==> src/rtl/phase_tick_pkg.sv <==
package phase_tick_pkg;

    // Default phase width: gives a 1024-cycle averaging window.
    localparam int DEFAULT_ACC_W = 10;

    // The two event outputs carried as one bundle.
    typedef struct packed {
        logic carry_tick;   // overflow of the phase addition
        logic msb_flip;     // change of the phase top bit
    } tick_pair_t;

    // Number of MSB changes expected per full window for a small increment.
    function automatic int flips_per_window(input int incr);
        return 2 * incr;
    endfunction

endpackage

==> src/rtl/phase_accum.sv <==
module phase_accum #(
    parameter int ACC_W = phase_tick_pkg::DEFAULT_ACC_W
) (
    input  logic             clk,
    input  logic             rst,
    input  logic             en,
    input  logic [ACC_W-1:0] inc,
    output logic             carry_o,
    output logic [ACC_W-1:0] phase_o
);
    localparam int SUM_W = ACC_W + 1;

    logic [SUM_W-1:0] acc_q;
    logic [SUM_W-1:0] acc_d;
    logic [SUM_W-1:0] base;

    // The previous carry is always dropped, so only the phase feeds the sum.
    assign base = {1'b0, acc_q[ACC_W-1:0]};

    always_comb begin
        if (en) begin
            acc_d = base + {1'b0, inc};
        end else begin
            acc_d = base;
        end
    end

    always_ff @(posedge clk) begin
        if (rst) begin
            acc_q <= '0;
        end else begin
            acc_q <= acc_d;
        end
    end

    assign carry_o = acc_q[ACC_W];
    assign phase_o = acc_q[ACC_W-1:0];


    reset_clear_chk: assert property (@(posedge clk)
        rst |=> (phase_o == '0) && !carry_o);


    hold_phase_chk: assert property (@(posedge clk) disable iff (rst)
        !en |=> $stable(phase_o));


    idle_no_tick_chk: assert property (@(posedge clk) disable iff (rst)
        !en |=> !carry_o);


    carry_wrap_chk: assert property (@(posedge clk) disable iff (rst)
        (en && !$isunknown(inc)) |=> (!carry_o || (phase_o < $past(inc))));

endmodule

==> src/rtl/msb_transition.sv <==
module msb_transition (
    input  logic clk,
    input  logic rst,
    input  logic msb_i,
    output logic flip_o
);
    logic msb_q;

    always_ff @(posedge clk) begin
        if (rst) begin
            msb_q <= 1'b0;
        end else begin
            msb_q <= msb_i;
        end
    end

    assign flip_o = msb_i ^ msb_q;

endmodule

==> src/rtl/phase_tick_gen.sv <==
module phase_tick_gen #(
    parameter int ACC_W = phase_tick_pkg::DEFAULT_ACC_W
) (
    input  logic             clk,
    input  logic             rst,
    input  logic             en,
    input  logic [ACC_W-1:0] inc,
    output logic             tick,
    output logic             flip
);
    import phase_tick_pkg::*;

    localparam int MSB = ACC_W - 1;

    logic [ACC_W-1:0] phase;
    logic             carry;
    tick_pair_t       events;

    phase_accum #(.ACC_W(ACC_W)) u_accum (
        .clk     (clk),
        .rst     (rst),
        .en      (en),
        .inc     (inc),
        .carry_o (carry),
        .phase_o (phase)
    );

    msb_transition u_msb (
        .clk    (clk),
        .rst    (rst),
        .msb_i  (phase[MSB]),
        .flip_o (events.msb_flip)
    );

    assign events.carry_tick = carry;
    assign tick = events.carry_tick;
    assign flip = events.msb_flip;


    flip_enabled_chk: assert property (@(posedge clk) disable iff (rst)
        flip |-> $past(en));


    tick_enabled_chk: assert property (@(posedge clk) disable iff (rst)
        tick |-> $past(en));

endmodule

==> config.mk <==
export PLATFORM = sky130hd
export DESIGN_NAME = phase_tick_gen
export DESIGN_NICKNAME = d
export VERILOG_FILES = /design/src/rtl/phase_tick_pkg.sv /design/src/rtl/phase_accum.sv /design/src/rtl/msb_transition.sv /design/src/rtl/phase_tick_gen.sv
export SDC_FILE = /design/constraint.sdc
export NUM_CORES = 1
export LEC_CHECK = 0
export ABC_AREA = 1
export CORE_ASPECT_RATIO = 0.7
export CORE_UTILIZATION = 45
export CTS_CLUSTER_DIAMETER = 30
export DETAILED_ROUTE_END_ITERATION = 10
export DONT_BUFFER_PORTS = 1
export MAX_ROUTING_LAYER = met4
export PLACE_DENSITY = 0.57
export SLEW_MARGIN = 20
export SYNTH_ARGS = -nofsm -noshare
export SYNTH_HDL_FRONTEND = slang
export SYNTH_SLANG_ARGS = --single-unit
==> constraint.sdc <==
create_clock -name clk -period 1.7 [get_ports clk]
set_clock_uncertainty 0.05 [all_clocks]
set_input_delay 0.34 -clock clk [delete_from_list [all_inputs] [get_ports clk]]
set_output_delay 0.34 -clock clk [all_outputs]
set_load 0.01 [all_outputs]
* After elaboration in Yosys (flattened, before gate mapping)
Index checks and enable logic that the tools add are counted.
Storage, ports and cells: flip-flop bits (word level) 12, word-level logic and storage cells 7
Cells by class: $add $sub $neg 1, bitwise operators 2, reduce and logical (&&, ||, !) cells 1
Operators by type and width (number):
- adder 10 x 10 -> 11 bit | 1
- OR reduction 2 bit | 1
- inverter 1 bit | 1
- bitwise XOR 1 bit | 1

* Depth between registers and ports, before layout
Gate-level depths: netlist of run 1.
depth in word-level cells 2, mapped depth 11, gate-level depth less buffers 11

* Modules after synthesis
From an unflattened synthesis of run 1, not the netlist that was laid out.
Second synthesis, totals: cells, all modules 155, area, all modules 960.9 um^2
By module, submodules not included:
- phase_accum | instances 1, cells an instance 148, area an instance 918.4 um^2, seq. area each 220.2 um^2
- msb_transition | instances 1, cells an instance 7, area an instance 42.5 um^2, seq. area each 20.0 um^2

* Worst setup path before layout of run 1
No wires, ideal clock.
path kind input port to flip-flop, from input port inc[0], to register u_accum.acc_q[10], setup time 56 ps, data arrival time 1514 ps, data required time 1594 ps, path slack 80 ps, stages 10, path buffers 0, path through ha_1 inv_1 fa_1 o21ai_2 nand2_2 nand2_2 inv_2 o21ai_1 nand2_1 inv_1
On the way: longest elaborated chain between the ends 1
RTL lines:
- from (decl) | RTL line phase_tick_gen.sv:7 | input logic [ACC_W-1:0] inc,
- adder 10 x 10 -> 11 bit | RTL line phase_accum.sv:22 | acc_d = base + {1'b0, inc};
- to (signal assigned) | RTL line phase_accum.sv:30 | acc_q <= '0;
- to (signal assigned) | RTL line phase_accum.sv:32 | acc_q <= acc_d;
- to (decl) | RTL line phase_accum.sv:13 | logic [SUM_W-1:0] acc_q;
No other way between the ends. A chain may end at the register's enable or synchronous reset.

* Worst setup path in the final report of run 1
from register u_accum.acc_q[0], to register u_accum.acc_q[10]
On the way: longest elaborated chain between the ends 1
RTL lines (RTL line):
- adder 10 x 10 -> 11 bit | phase_accum.sv:22
No other way between the ends.

==> impl_metrics.prom, run 1 <==
# TYPE chip_impl_metric gauge
chip_impl_info{name="worst_hold_launch",value="rst"} 1
chip_impl_metric{name="power.density_cell_area",unit="nW/um^2"} 811
chip_impl_info{name="unrepaired_setup_endpoints_after_global_routing",value="true"} 1
chip_impl_metric{name="worst_reg_to_reg_setup_slack",unit="ns"} 0.09
chip_impl_metric{name="proportion_of_layout_cells_with_a_drive_suffix_above_1",unit="%"} 13.8
chip_impl_info{name="critical_path.cell_chain",value="ha_4, inv_2, fa_2, o21ai_4, nand2_2, nand2_2, inv_2, o21ai_2, nand2_1, inv_1"} 1
chip_impl_info{name="timing.rr.start",value="u_accum.acc_q[0]"} 1
chip_impl_metric{name="grt_overflow",unit=""} 0
chip_impl_metric{name="worst_skew_pair.late_latency",unit="ns"} 0.28
chip_impl_metric{name="layout.filler_cells",unit=""} 191
chip_impl_metric{name="area_taken_by_flip_flops_and_latches",unit="sq um"} 241
chip_impl_metric{name="yosysUniqueCellTypes",unit=""} 22
chip_impl_metric{name="post_synth_fa_ha_maj_area_fraction",unit="%"} 15.5
chip_impl_metric{name="layout_setup_ws",unit="ns"} 0.0892
chip_impl_metric{name="detail-route-antenna-nets",unit=""} 0
chip_impl_info{name="critPathTopFamily",value="adder cells"} 1
chip_impl_metric{name="hold_depth",unit=""} 1
chip_impl_info{name="critPathKind",value="reg -> reg"} 1
chip_impl_metric{name="post_synthesis_simple_gate_area_fraction",unit="%"} 33.0
chip_impl_metric{name="yosysSeqAreaShare",unit="%"} 25.7
chip_impl_info{name="postSynth.topFlopCell",value="dfxtp_1"} 1
chip_impl_metric{name="nNetsFinal",unit=""} 177
chip_impl_metric{name="diodes",unit=""} 0
chip_impl_metric{name="wire_length_of_the_first_global_routing_pass",unit="um"} 3100
chip_impl_metric{name="crit_required",unit="ns"} 1.88
chip_impl_info{name="timing.hold.worst_endpoint",value="u_accum.acc_q[0]"} 1
chip_impl_info{name="synth_most_common_cell",value="nand2_1"} 1
chip_impl_metric{name="multiInputGateArea",unit="sq um"} 616
chip_impl_metric{name="antenna_found_initial",unit=""} 0
chip_impl_metric{name="vdd_drop_max",unit="V"} 0.000509
chip_impl_info{name="synthTopCellsByCount",value="nand2_1, nor2_1, inv_1, dfxtp_1, nand3_1"} 1
chip_impl_metric{name="dieWidth",unit="um"} 56.5
chip_impl_metric{name="clkSinkCount",unit=""} 12
chip_impl_metric{name="synthMuxAreaShare",unit="%"} 0
chip_impl_metric{name="synth_async_sr_flop_share",unit="%"} 0
chip_impl_metric{name="worst_slew_margin_rel",unit="%"} 83.0
chip_impl_info{name="crit_path_start_kind",value="flop"} 1
chip_impl_metric{name="synth_cells",unit=""} 146
chip_impl_metric{name="area_growth_syn_to_layout",unit="%"} 12.4
chip_impl_metric{name="routed_wirelength",unit="um"} 1960
chip_impl_metric{name="maximum_number_of_pins_on_one_net_before_global_route_repair",unit=""} 17
chip_impl_metric{name="route.detailed.vias_per_inst",unit=""} 4.80
chip_impl_metric{name="pre_cts_ws",unit="ns"} 0.00636
chip_impl_metric{name="max_stage_delay",unit="ns"} 0.38
chip_impl_metric{name="fp.dieH",unit="um"} 40.2
chip_impl_metric{name="synth_fp_nets",unit=""} 170
chip_impl_metric{name="final-max-slew-violation-count",unit=""} 0
chip_impl_metric{name="drv_cap",unit=""} 0
chip_impl_metric{name="synth.yosys.warnings",unit=""} 0
chip_impl_metric{name="synth_seq_cells",unit=""} 12
chip_impl_metric{name="vias_in_the_first_global_route",unit=""} 668
chip_impl_info{name="combinational_family_with_the_most_area_after_synthesis",value="simple AND/OR/NAND/NOR gates"} 1
chip_impl_metric{name="die-area",unit="sq um"} 2270
chip_impl_info{name="clock-root-buffer",value="clkbuf_4"} 1
chip_impl_metric{name="number_of_cells_traversed_by_the_worst_register_to_register_path",unit=""} 10
chip_impl_metric{name="hold_worst_slack",unit="ns"} 0.0609
chip_impl_metric{name="synth_compound_gate_area_share",unit="%"} 10.3
chip_impl_metric{name="cp_num_buf_inv",unit=""} 3
chip_impl_metric{name="fin_total_pwr",unit="mW"} 0.854
chip_impl_metric{name="max_freq",unit="MHz"} 621
chip_impl_info{name="post_synth_main_area_contributors",value="dfxtp_1, ha_1, nand2_1"} 1
chip_impl_info{name="cp_slowest_cell",value="fa_2"} 1
chip_impl_metric{name="cts_max_level",unit=""} 1
chip_impl_metric{name="num_vias",unit=""} 836
chip_impl_metric{name="final_min_period_over_clock_period",unit="%"} 94.8
chip_impl_info{name="synthDominantAreaCellType",value="dfxtp_1"} 1
chip_impl_metric{name="fp-row-count",unit=""} 13
chip_impl_metric{name="drcViolationCount",unit=""} 0
chip_impl_metric{name="finalWeightedCongestion",unit=""} 0.884
chip_impl_metric{name="synthesis.area",unit="sq um"} 936
chip_impl_metric{name="synth_top_area_share",unit="%"} 25.7
chip_impl_metric{name="cts_buffer_depth",unit=""} 2
chip_impl_info{name="worstSetupEndpointType",value="flop"} 1
chip_impl_metric{name="postLayoutCoreUtil",unit="%"} 55.3
chip_impl_metric{name="critical_path.max_fanout",unit=""} 3
chip_impl_metric{name="power.static_leakage",unit="nW"} 0.601
chip_impl_metric{name="initial_utilization",unit="%"} 49.2
chip_impl_metric{name="dr.first_iter.drc_count",unit=""} 44
chip_impl_metric{name="synth-edff-count",unit=""} 0
chip_impl_metric{name="total_negative_slack",unit="ns"} 0
chip_impl_metric{name="wl_per_cell",unit="um"} 11.3
chip_impl_metric{name="clk_transition_reported_paths",unit="ns"} 0.08
chip_impl_metric{name="final_hold_viol_count",unit=""} 0
chip_impl_metric{name="design.core.area",unit="sq um"} 1900
chip_impl_metric{name="num_cts_buffers",unit=""} 3
chip_impl_metric{name="synth-xor-area-share",unit="%"} 3.74
chip_impl_metric{name="grtUsageTotal",unit="%"} 19.2
chip_impl_metric{name="avgSynthCellArea",unit="sq um"} 6.41
chip_impl_metric{name="place_hpwl",unit="um"} 1510
chip_impl_info{name="run_status",value="complete, no violations"} 1
chip_impl_metric{name="worst_ep_arrival_time",unit="ns"} 1.79
chip_impl_metric{name="buffer_ports.inserted",unit=""} 0
chip_impl_info{name="tritoncts",value="done"} 1
chip_impl_metric{name="timing_worst_slew_pin_value",unit="ns"} 0.254
chip_impl_metric{name="cts_hold_repair.buffers",unit=""} 0
chip_impl_metric{name="firstDrtPassIters",unit=""} 4
chip_impl_metric{name="io_pins",unit=""} 15
chip_impl_metric{name="setup_viol",unit=""} 0
chip_impl_info{name="worstReg2RegEnd",value="u_accum.acc_q[10]"} 1
chip_impl_metric{name="period_minus_slack",unit="ns"} 1.61
chip_impl_info{name="hold_class",value="in -> reg"} 1
[how the worst max path moves through the flow]
stage | start | end | slack [ns] | depth (start not counted)
detailed placement | inc[0] | u_accum.acc_q[10] | 0.006 | 10
finish | u_accum.acc_q[0] | u_accum.acc_q[10] | 0.09 | 10
global placement | inc[0] | u_accum.acc_q[10] | 0.04 | 10
global route | u_accum.acc_q[0] | u_accum.acc_q[10] | -0.03 | 10
CTS | u_accum.acc_q[0] | u_accum.acc_q[10] | 0.01 | 10
floorplan | inc[0] | u_accum.acc_q[10] | 0.08 | 10
[sequential cells by signal (all words and copies together) (netlist names)]
name           flops
u_msb.msb_q        1
u_accum.acc_q     11
[worst register-to-register path: cells and delay by family (launching register included)]
family	cells	cell delay (ns)
flip-flops	1	0.36
AO/OA/AOI/OAI	2	0.30
adder cells (fa/ha/maj)	2	0.51
buffers and inverters	3	0.11
AND/OR/NAND/NOR	3	0.24
[logic make-up after synthesis]
family / after synthesis
DFF: 12
xor gates and xnor gates: 4
buffers and inverters: 28
adders and majority gates: 11
and+or+nand+nor: 74
AOI/OAI and AO/OA: 17
[final cells by class]
cell class,count,area share (%)
Tap cell,22,2.62
Timing Repair Buffer,5,3.57
Multi-Input combinational cell,106,58.5
Clock buffer,4,3.45
Sequential cell,12,22.9
Inverter,25,8.92
[routing by layer]
layer	share of wire, %	GRT usage [%]
met5	0	-
met4	0.41	3.66
met3	5.5	7.10
met2	37	25.0
met1	57	27.4
[power by group]
part | total [mW] | leakage (nW) | switching (mW) | internal [mW]
logic | 0.295 | 0.480 | 0.170 | 0.125
registers | 0.326 | 0.0998 | 0.0172 | 0.309
clock network | 0.233 | 0.0210 | 0.102 | 0.130
total | 0.854 | 0.601 | 0.290 | 0.564
[layout by cell type (no fill, tap or decap)]
master	instances
fa_2	1
clkbuf_8	1
xor2_1	3
ha_4	1
o21ai_4	1
dfxtp_1	11
buf_4	5
o21ai_0	4
nand3_1	12
inv_2	2
ha_1	9
nand4_1	1
a21o_1	2
clkbuf_4	3
nor2_1	25
a211oi_1	1
xnor2_1	1
nand3_2	1
nand2_2	3
inv_1	23
o21ai_2	1
a21oi_2	1
dfxtp_2	1
a21oi_1	7
nand2_1	32
[metrics by stage]
step,cell area (sq um),instances
global route,1050,174
finish,1050,174
floorplan,936,146
global placement,977,169
CTS,1010,173
detailed placement,977,169
[repair_timing]
item / CTS / global route
buffers inserted: 0 / 1
endpoints found under the setup margin: 1 / 7
resized for setup: 0 / 8
pin swaps: 1 / 4
No activity file was read; power rests on OpenSTA's default activity.
==> run 2, diff against run 1 <==
CORE_ASPECT_RATIO = default   (was 0.7)
CORE_UTILIZATION = 54   (was 45)
MAX_ROUTING_LAYER = default   (was met4)
PLACE_DENSITY = 0.66   (was 0.57)
==> impl_metrics.prom, run 2 (synthesis results as in run 1) <==
# TYPE chip_impl_metric gauge
chip_impl_info{name="worstSetupEndpointType",value="flop"} 1
chip_impl_metric{name="num_vias",unit=""} 855
chip_impl_metric{name="firstDrtPassIters",unit=""} 4
chip_impl_metric{name="detail-route-antenna-nets",unit=""} 0
chip_impl_metric{name="proportion_of_layout_cells_with_a_drive_suffix_above_1",unit="%"} 13.9
chip_impl_metric{name="place_hpwl",unit="um"} 1440
chip_impl_metric{name="number_of_cells_traversed_by_the_worst_register_to_register_path",unit=""} 10
chip_impl_info{name="worst_hold_launch",value="rst"} 1
chip_impl_metric{name="dp.cells",unit=""} 163
chip_impl_metric{name="final_min_period_over_clock_period",unit="%"} 96.2
chip_impl_info{name="worstReg2RegEnd",value="u_accum.acc_q[10]"} 1
chip_impl_metric{name="power.static_leakage",unit="nW"} 0.596
chip_impl_metric{name="diodes",unit=""} 0
chip_impl_metric{name="global_route.usage.met1",unit="%"} 31.0
chip_impl_info{name="most_common_cell_after_layout_fill_and_taps_aside",value="nand2_1"} 1
chip_impl_metric{name="dr.first_iter.drc_count",unit=""} 35
chip_impl_info{name="timing.hold.worst_endpoint",value="u_accum.acc_q[0]"} 1
chip_impl_info{name="critPathKind",value="reg -> reg"} 1
chip_impl_info{name="unrepaired_setup_endpoints_after_global_routing",value="true"} 1
chip_impl_metric{name="grtUsageTotal",unit="%"} 22.6
chip_impl_metric{name="antenna_found_initial",unit=""} 0
chip_impl_metric{name="cts_buffer_depth",unit=""} 2
chip_impl_info{name="crit_path_start_kind",value="flop"} 1
chip_impl_metric{name="worst_skew_pair.late_latency",unit="ns"} 0.28
chip_impl_metric{name="postLayoutCoreUtil",unit="%"} 66.7
chip_impl_metric{name="power.density_cell_area",unit="nW/um^2"} 823
chip_impl_metric{name="crit_required",unit="ns"} 1.88
chip_impl_metric{name="dieWidth",unit="um"} 43.6
chip_impl_info{name="cp_slowest_cell",value="fa_2"} 1
chip_impl_metric{name="vdd_drop_max",unit="V"} 0.000603
chip_impl_metric{name="design.core.area",unit="sq um"} 1560
chip_impl_metric{name="hold_worst_slack",unit="ns"} 0.0548
chip_impl_metric{name="final_hold_viol_count",unit=""} 0
chip_impl_metric{name="clk_transition_reported_paths",unit="ns"} 0.08
chip_impl_metric{name="grt.met2_usage",unit="%"} 34.6
chip_impl_metric{name="cts_hold_repair.buffers",unit=""} 0
chip_impl_metric{name="layout.filler_cells",unit=""} 150
chip_impl_metric{name="io_pins",unit=""} 15
chip_impl_metric{name="layout.cells.non_filler",unit=""} 167
chip_impl_info{name="critical_path.cell_chain",value="ha_4, inv_2, fa_2, o21ai_4, nand2_2, nand2_2, inv_2, o21ai_2, nand2_1, inv_1"} 1
chip_impl_metric{name="timing_worst_slew_pin_value",unit="ns"} 0.253
chip_impl_metric{name="max_stage_delay",unit="ns"} 0.38
chip_impl_metric{name="critical_path.max_fanout",unit=""} 3
chip_impl_info{name="hold_class",value="in -> reg"} 1
chip_impl_metric{name="buffer_ports.inserted",unit=""} 0
chip_impl_metric{name="hold_depth",unit=""} 1
chip_impl_info{name="most-common-layout-cells",value="nand2_1, nor2_1, inv_1"} 1
chip_impl_metric{name="fp.dieH",unit="um"} 43.6
chip_impl_metric{name="clkSinkCount",unit=""} 12
chip_impl_metric{name="total_negative_slack",unit="ns"} 0
chip_impl_metric{name="num_cts_buffers",unit=""} 3
chip_impl_metric{name="cts_setup_buffers",unit=""} 0
chip_impl_metric{name="initial_utilization",unit="%"} 60.0
chip_impl_metric{name="cts_max_level",unit=""} 1
chip_impl_info{name="tritoncts",value="done"} 1
chip_impl_metric{name="setup_viol",unit=""} 0
chip_impl_metric{name="fp-row-count",unit=""} 14
chip_impl_info{name="clock-root-buffer",value="clkbuf_4"} 1
chip_impl_metric{name="wl_per_cell",unit="um"} 11.3
chip_impl_metric{name="final_area",unit="sq um"} 1040
chip_impl_metric{name="drv_cap",unit=""} 0
chip_impl_info{name="largest_reg_by_ff_count",value="u_accum.acc_q"} 1
chip_impl_metric{name="worst_reg_to_reg_setup_slack",unit="ns"} 0.06
chip_impl_metric{name="die-area",unit="sq um"} 1900
chip_impl_metric{name="worst_slew_margin_rel",unit="%"} 83.1
chip_impl_metric{name="maximum_number_of_pins_on_one_net_before_global_route_repair",unit=""} 17
chip_impl_metric{name="final-max-slew-violation-count",unit=""} 0
chip_impl_info{name="grt-busiest-layer",value="met2"} 1
chip_impl_metric{name="finalWeightedCongestion",unit=""} 0.843
chip_impl_metric{name="largest_register_ffs",unit=""} 11
chip_impl_info{name="timing.rr.start",value="u_accum.acc_q[0]"} 1
chip_impl_metric{name="vias_in_the_first_global_route",unit=""} 776
chip_impl_metric{name="route.detailed.vias_per_inst",unit=""} 5.12
chip_impl_metric{name="worst_ep_arrival_time",unit="ns"} 1.82
chip_impl_metric{name="routed_wirelength",unit="um"} 1880
chip_impl_metric{name="max_freq",unit="MHz"} 612
chip_impl_metric{name="grt_overflow",unit=""} 0
chip_impl_metric{name="drcViolationCount",unit=""} 0
chip_impl_metric{name="area_growth_syn_to_layout",unit="%"} 11.1
chip_impl_metric{name="nNetsFinal",unit=""} 176
chip_impl_metric{name="grt_util_met3",unit="%"} 4.17
chip_impl_metric{name="wire_length_of_the_first_global_routing_pass",unit="um"} 3190
chip_impl_metric{name="period_minus_slack",unit="ns"} 1.64
chip_impl_metric{name="dpl-instance-area",unit="sq um"} 970
chip_impl_info{name="run_status",value="complete, no violations"} 1
chip_impl_info{name="top_regs",value="u_accum.acc_q x11, u_msb.msb_q x1"} 1
## run 2: report_power, final
group	switching, mW	leakage (nW)	internal [mW]
registers	0.0165	0.0998	0.309
logic	0.172	0.475	0.122
clock network	0.105	0.0210	0.130
total	0.294	0.596	0.562
## run 2: final cells by class
| type | count | area [sq um] | area share, % |
|---|---|---|---|
| Timing Repair Buffer | 4 | 30.0 | 2.89 |
| Inverter | 25 | 93.8 | 9.03 |
| Sequential cell | 12 | 241 | 23.2 |
| Clock buffer | 4 | 36.3 | 3.49 |
| Tap cell | 16 | 20.0 | 1.93 |
| Multi-Input combinational cell | 106 | 618 | 59.4 |
## run 2: critical path: cells and delay by family, from the launching register on
| family | cells | cell delay (ns) |
|---|---|---|
| and+or+nand+nor | 3 | 0.24 |
| adders and majority gates | 2 | 0.52 |
| buffers and inverters | 3 | 0.11 |
| DFF | 1 | 0.36 |
| AOI/OAI and AO/OA | 2 | 0.30 |
## run 2: routing by layer
metal,up-vias,share of wire (%)
met5,-,0
met4,0,1.0
met3,3,4.5
met2,24,44
met1,360,50
li1,468,-
## run 2: worst max-delay path by stage
stage / start / endpoint / slack, ns
after floorplan: inc[0] / u_accum.acc_q[10] / 0.08
after global placement: inc[0] / u_accum.acc_q[10] / 0.05
after detailed placement: inc[0] / u_accum.acc_q[10] / 0.004
after CTS: u_accum.acc_q[0] / u_accum.acc_q[10] / 0.02
after global routing: u_accum.acc_q[0] / u_accum.acc_q[10] / -0.02
final: u_accum.acc_q[0] / u_accum.acc_q[10] / 0.06
## run 2: metrics by stage
step	worst slack, ns	total power, mW
final	0.0650	0.856
after global routing	-0.0231	0.925
after CTS	0.0205	0.849
after detailed placement	0.00385	0.606
after global placement	0.0470	0.602
after floorplan	0.0802	0.559
## run 2: repair_timing
action | in CTS | in global routing
resized for setup | 0 | 9
pin swaps | 1 | 5
setup endpoints to repair | 1 | 4
==> run 3, diff against run 2 <==
MAX_ROUTING_LAYER = met4   (was default)
SETUP_SLACK_MARGIN = 0.4   (was default)
==> impl_metrics.prom, run 3 (synthesis results as in run 1) <==
# TYPE chip_impl_metric gauge
chip_impl_metric{name="hold_worst_slack",unit="ns"} 0.0484
chip_impl_info{name="critPathTopFamily",value="adder cells"} 1
chip_impl_info{name="unrepaired_setup_endpoints_after_global_routing",value="true"} 1
chip_impl_metric{name="design.core.area",unit="sq um"} 1560
chip_impl_info{name="tritoncts",value="done"} 1
chip_impl_metric{name="wire_length_of_the_first_global_routing_pass",unit="um"} 3310
chip_impl_metric{name="number_of_cells_traversed_by_the_worst_register_to_register_path",unit=""} 8
chip_impl_info{name="most_common_cell_after_layout_fill_and_taps_aside",value="nand2_1"} 1
chip_impl_metric{name="final_hold_viol_count",unit=""} 0
chip_impl_metric{name="largest_register_ffs",unit=""} 11
chip_impl_metric{name="final-max-slew-violation-count",unit=""} 0
chip_impl_info{name="most-common-layout-cells",value="nand2_1, inv_1, nor2_1"} 1
chip_impl_metric{name="buffer_ports.inserted",unit=""} 0
chip_impl_info{name="worstReg2RegEnd",value="u_accum.acc_q[4]"} 1
chip_impl_metric{name="vias_in_the_first_global_route",unit=""} 837
chip_impl_metric{name="dieWidth",unit="um"} 43.6
chip_impl_metric{name="hold_depth",unit=""} 1
chip_impl_info{name="hold_class",value="in -> reg"} 1
chip_impl_info{name="timing.rr.start",value="u_accum.acc_q[0]"} 1
chip_impl_metric{name="max_freq",unit="MHz"} 634
chip_impl_metric{name="nNetsFinal",unit=""} 182
chip_impl_metric{name="total_negative_slack",unit="ns"} 0
chip_impl_metric{name="route.detailed.vias_per_inst",unit=""} 5.29
chip_impl_metric{name="antenna_found_initial",unit=""} 0
chip_impl_metric{name="area_taken_by_flip_flops_and_latches",unit="sq um"} 253
chip_impl_info{name="crit_path_start_kind",value="flop"} 1
chip_impl_metric{name="diodes",unit=""} 0
chip_impl_metric{name="drcViolationCount",unit=""} 0
chip_impl_info{name="top_regs",value="u_accum.acc_q x11, u_msb.msb_q x1"} 1
chip_impl_metric{name="grtUsageTotal",unit="%"} 24.3
chip_impl_metric{name="cts_buffer_depth",unit=""} 2
chip_impl_info{name="worst_hold_launch",value="rst"} 1
chip_impl_info{name="run_status",value="complete, no violations"} 1
chip_impl_metric{name="maximum_number_of_pins_on_one_net_before_global_route_repair",unit=""} 17
chip_impl_metric{name="fp-row-count",unit=""} 14
chip_impl_metric{name="final_area",unit="sq um"} 1280
chip_impl_metric{name="setup_viol",unit=""} 0
chip_impl_metric{name="critical_path.max_fanout",unit=""} 3
chip_impl_metric{name="power.static_leakage",unit="nW"} 0.638
chip_impl_metric{name="initial_utilization",unit="%"} 60.0
chip_impl_metric{name="drv_cap",unit=""} 0
chip_impl_info{name="clock-root-buffer",value="clkbuf_4"} 1
chip_impl_info{name="critical_path.cell_chain",value="ha_4, inv_2, fa_2, o21ai_4, buf_4, xor2_2, o21ai_1, inv_1"} 1
chip_impl_metric{name="final_min_period_over_clock_period",unit="%"} 92.8
chip_impl_metric{name="clk_transition_reported_paths",unit="ns"} 0.08
chip_impl_metric{name="area_growth_syn_to_layout",unit="%"} 37.0
chip_impl_metric{name="crit_required",unit="ns"} 1.83
chip_impl_metric{name="worst_ep_arrival_time",unit="ns"} 1.71
chip_impl_metric{name="detail-route-antenna-nets",unit=""} 0
chip_impl_metric{name="timing_worst_slew_pin_value",unit="ns"} 0.264
chip_impl_metric{name="layout.filler_cells",unit=""} 97
chip_impl_metric{name="dr.first_iter.drc_count",unit=""} 13
chip_impl_metric{name="worst_reg_to_reg_setup_slack",unit="ns"} 0.12
chip_impl_metric{name="firstDrtPassIters",unit=""} 4
chip_impl_metric{name="fin_total_pwr",unit="mW"} 0.955
chip_impl_metric{name="fp.dieH",unit="um"} 43.6
chip_impl_metric{name="grt_overflow",unit=""} 0
chip_impl_metric{name="num_vias",unit=""} 910
chip_impl_metric{name="cp_num_buf_inv",unit=""} 3
chip_impl_info{name="critPathKind",value="reg -> reg"} 1
chip_impl_info{name="worstSetupEndpointType",value="flop"} 1
chip_impl_metric{name="power.density_cell_area",unit="nW/um^2"} 745
chip_impl_info{name="cp_slowest_cell",value="fa_2"} 1
chip_impl_info{name="timing.hold.worst_endpoint",value="u_accum.acc_q[0]"} 1
chip_impl_metric{name="io_pins",unit=""} 15
chip_impl_info{name="largest_reg_by_ff_count",value="u_accum.acc_q"} 1
chip_impl_metric{name="cts_max_level",unit=""} 1
chip_impl_metric{name="period_minus_slack",unit="ns"} 1.58
chip_impl_metric{name="die-area",unit="sq um"} 1900
chip_impl_metric{name="routed_wirelength",unit="um"} 2330
chip_impl_metric{name="vdd_drop_max",unit="V"} 0.000526
chip_impl_metric{name="proportion_of_layout_cells_with_a_drive_suffix_above_1",unit="%"} 37.2
chip_impl_metric{name="wl_per_cell",unit="um"} 13.6
chip_impl_metric{name="dpl-instance-area",unit="sq um"} 1060
chip_impl_metric{name="finalWeightedCongestion",unit=""} 0.910
chip_impl_metric{name="max_stage_delay",unit="ns"} 0.36
chip_impl_metric{name="clkSinkCount",unit=""} 12
chip_impl_metric{name="worst_skew_pair.late_latency",unit="ns"} 0.29
chip_impl_metric{name="multiInputGateArea",unit="sq um"} 815
chip_impl_metric{name="worst_slew_margin_rel",unit="%"} 82.4
chip_impl_metric{name="postLayoutCoreUtil",unit="%"} 82.3
chip_impl_metric{name="place_hpwl",unit="um"} 1450
chip_impl_metric{name="num_cts_buffers",unit=""} 3
-- run 3: metal layers --
metal | track usage (%) | vias up | share of wire (%)
met4 | 14.4 | 0 | 3.0
li1 | - | 476 | -
met3 | 5.00 | 8 | 3.3
met1 | 30.4 | 407 | 45
met5 | - | - | 0
met2 | 35.8 | 19 | 48
-- run 3: through the flow --
stage	setup slack, ns	instances
2_1_floorplan	0.203	146
3_3_place_gp	0.142	159
3_5_place_dp	0.117	159
4_1_cts	0.135	168
5_1_grt	0.0579	172
6_report	0.122	172
-- run 3: worst max path at each step --
stage / from / end / slack (ns) / cells after the start
after floorplan: inc[0] / u_accum.acc_q[10] / 0.20 / 10
after global placement: inc[0] / u_accum.acc_q[10] / 0.14 / 10
after detailed placement: inc[0] / u_accum.acc_q[10] / 0.12 / 10
after CTS: u_accum.acc_q[0] / u_accum.acc_q[10] / 0.13 / 10
after global routing: u_accum.acc_q[0] / u_accum.acc_q[10] / 0.06 / 10
final: u_accum.acc_q[0] / u_accum.acc_q[4] / 0.12 / 8
-- run 3: area by class of cell --
| class | instances | share of cell area [%] |
|---|---|---|
| Sequential cell | 12 | 19.7 |
| Multi-Input combinational cell | 106 | 63.5 |
| Timing Repair Buffer | 10 | 6.15 |
| Tap cell | 16 | 1.56 |
| Clock buffer | 3 | 1.76 |
| Inverter | 25 | 7.32 |
-- run 3: where the power goes --
group	internal [mW]	switching, mW
combinational	0.205	0.221
clock	0.0826	0.106
sequential	0.314	0.0269
total	0.601	0.354
-- run 3: worst register-to-register path: stages (launching register included) --
cell and delay [ns]:
dfxtp_2 0.35, ha_4 0.14, inv_2 0.04, fa_2 0.36, o21ai_4 0.17, buf_4 0.15
xor2_2 0.06, o21ai_1 0.12, inv_1 0.05
-- run 3: repair_timing --
action                                  4_1_cts  5_1_grt
pin swaps                                    12        7
buffers inserted                              6        4
endpoints found under the hold margin         0        0
hold buffers                                  0        0
gates cloned                                  0        0
endpoints found under the setup margin       11       11
resized for setup                            17       16
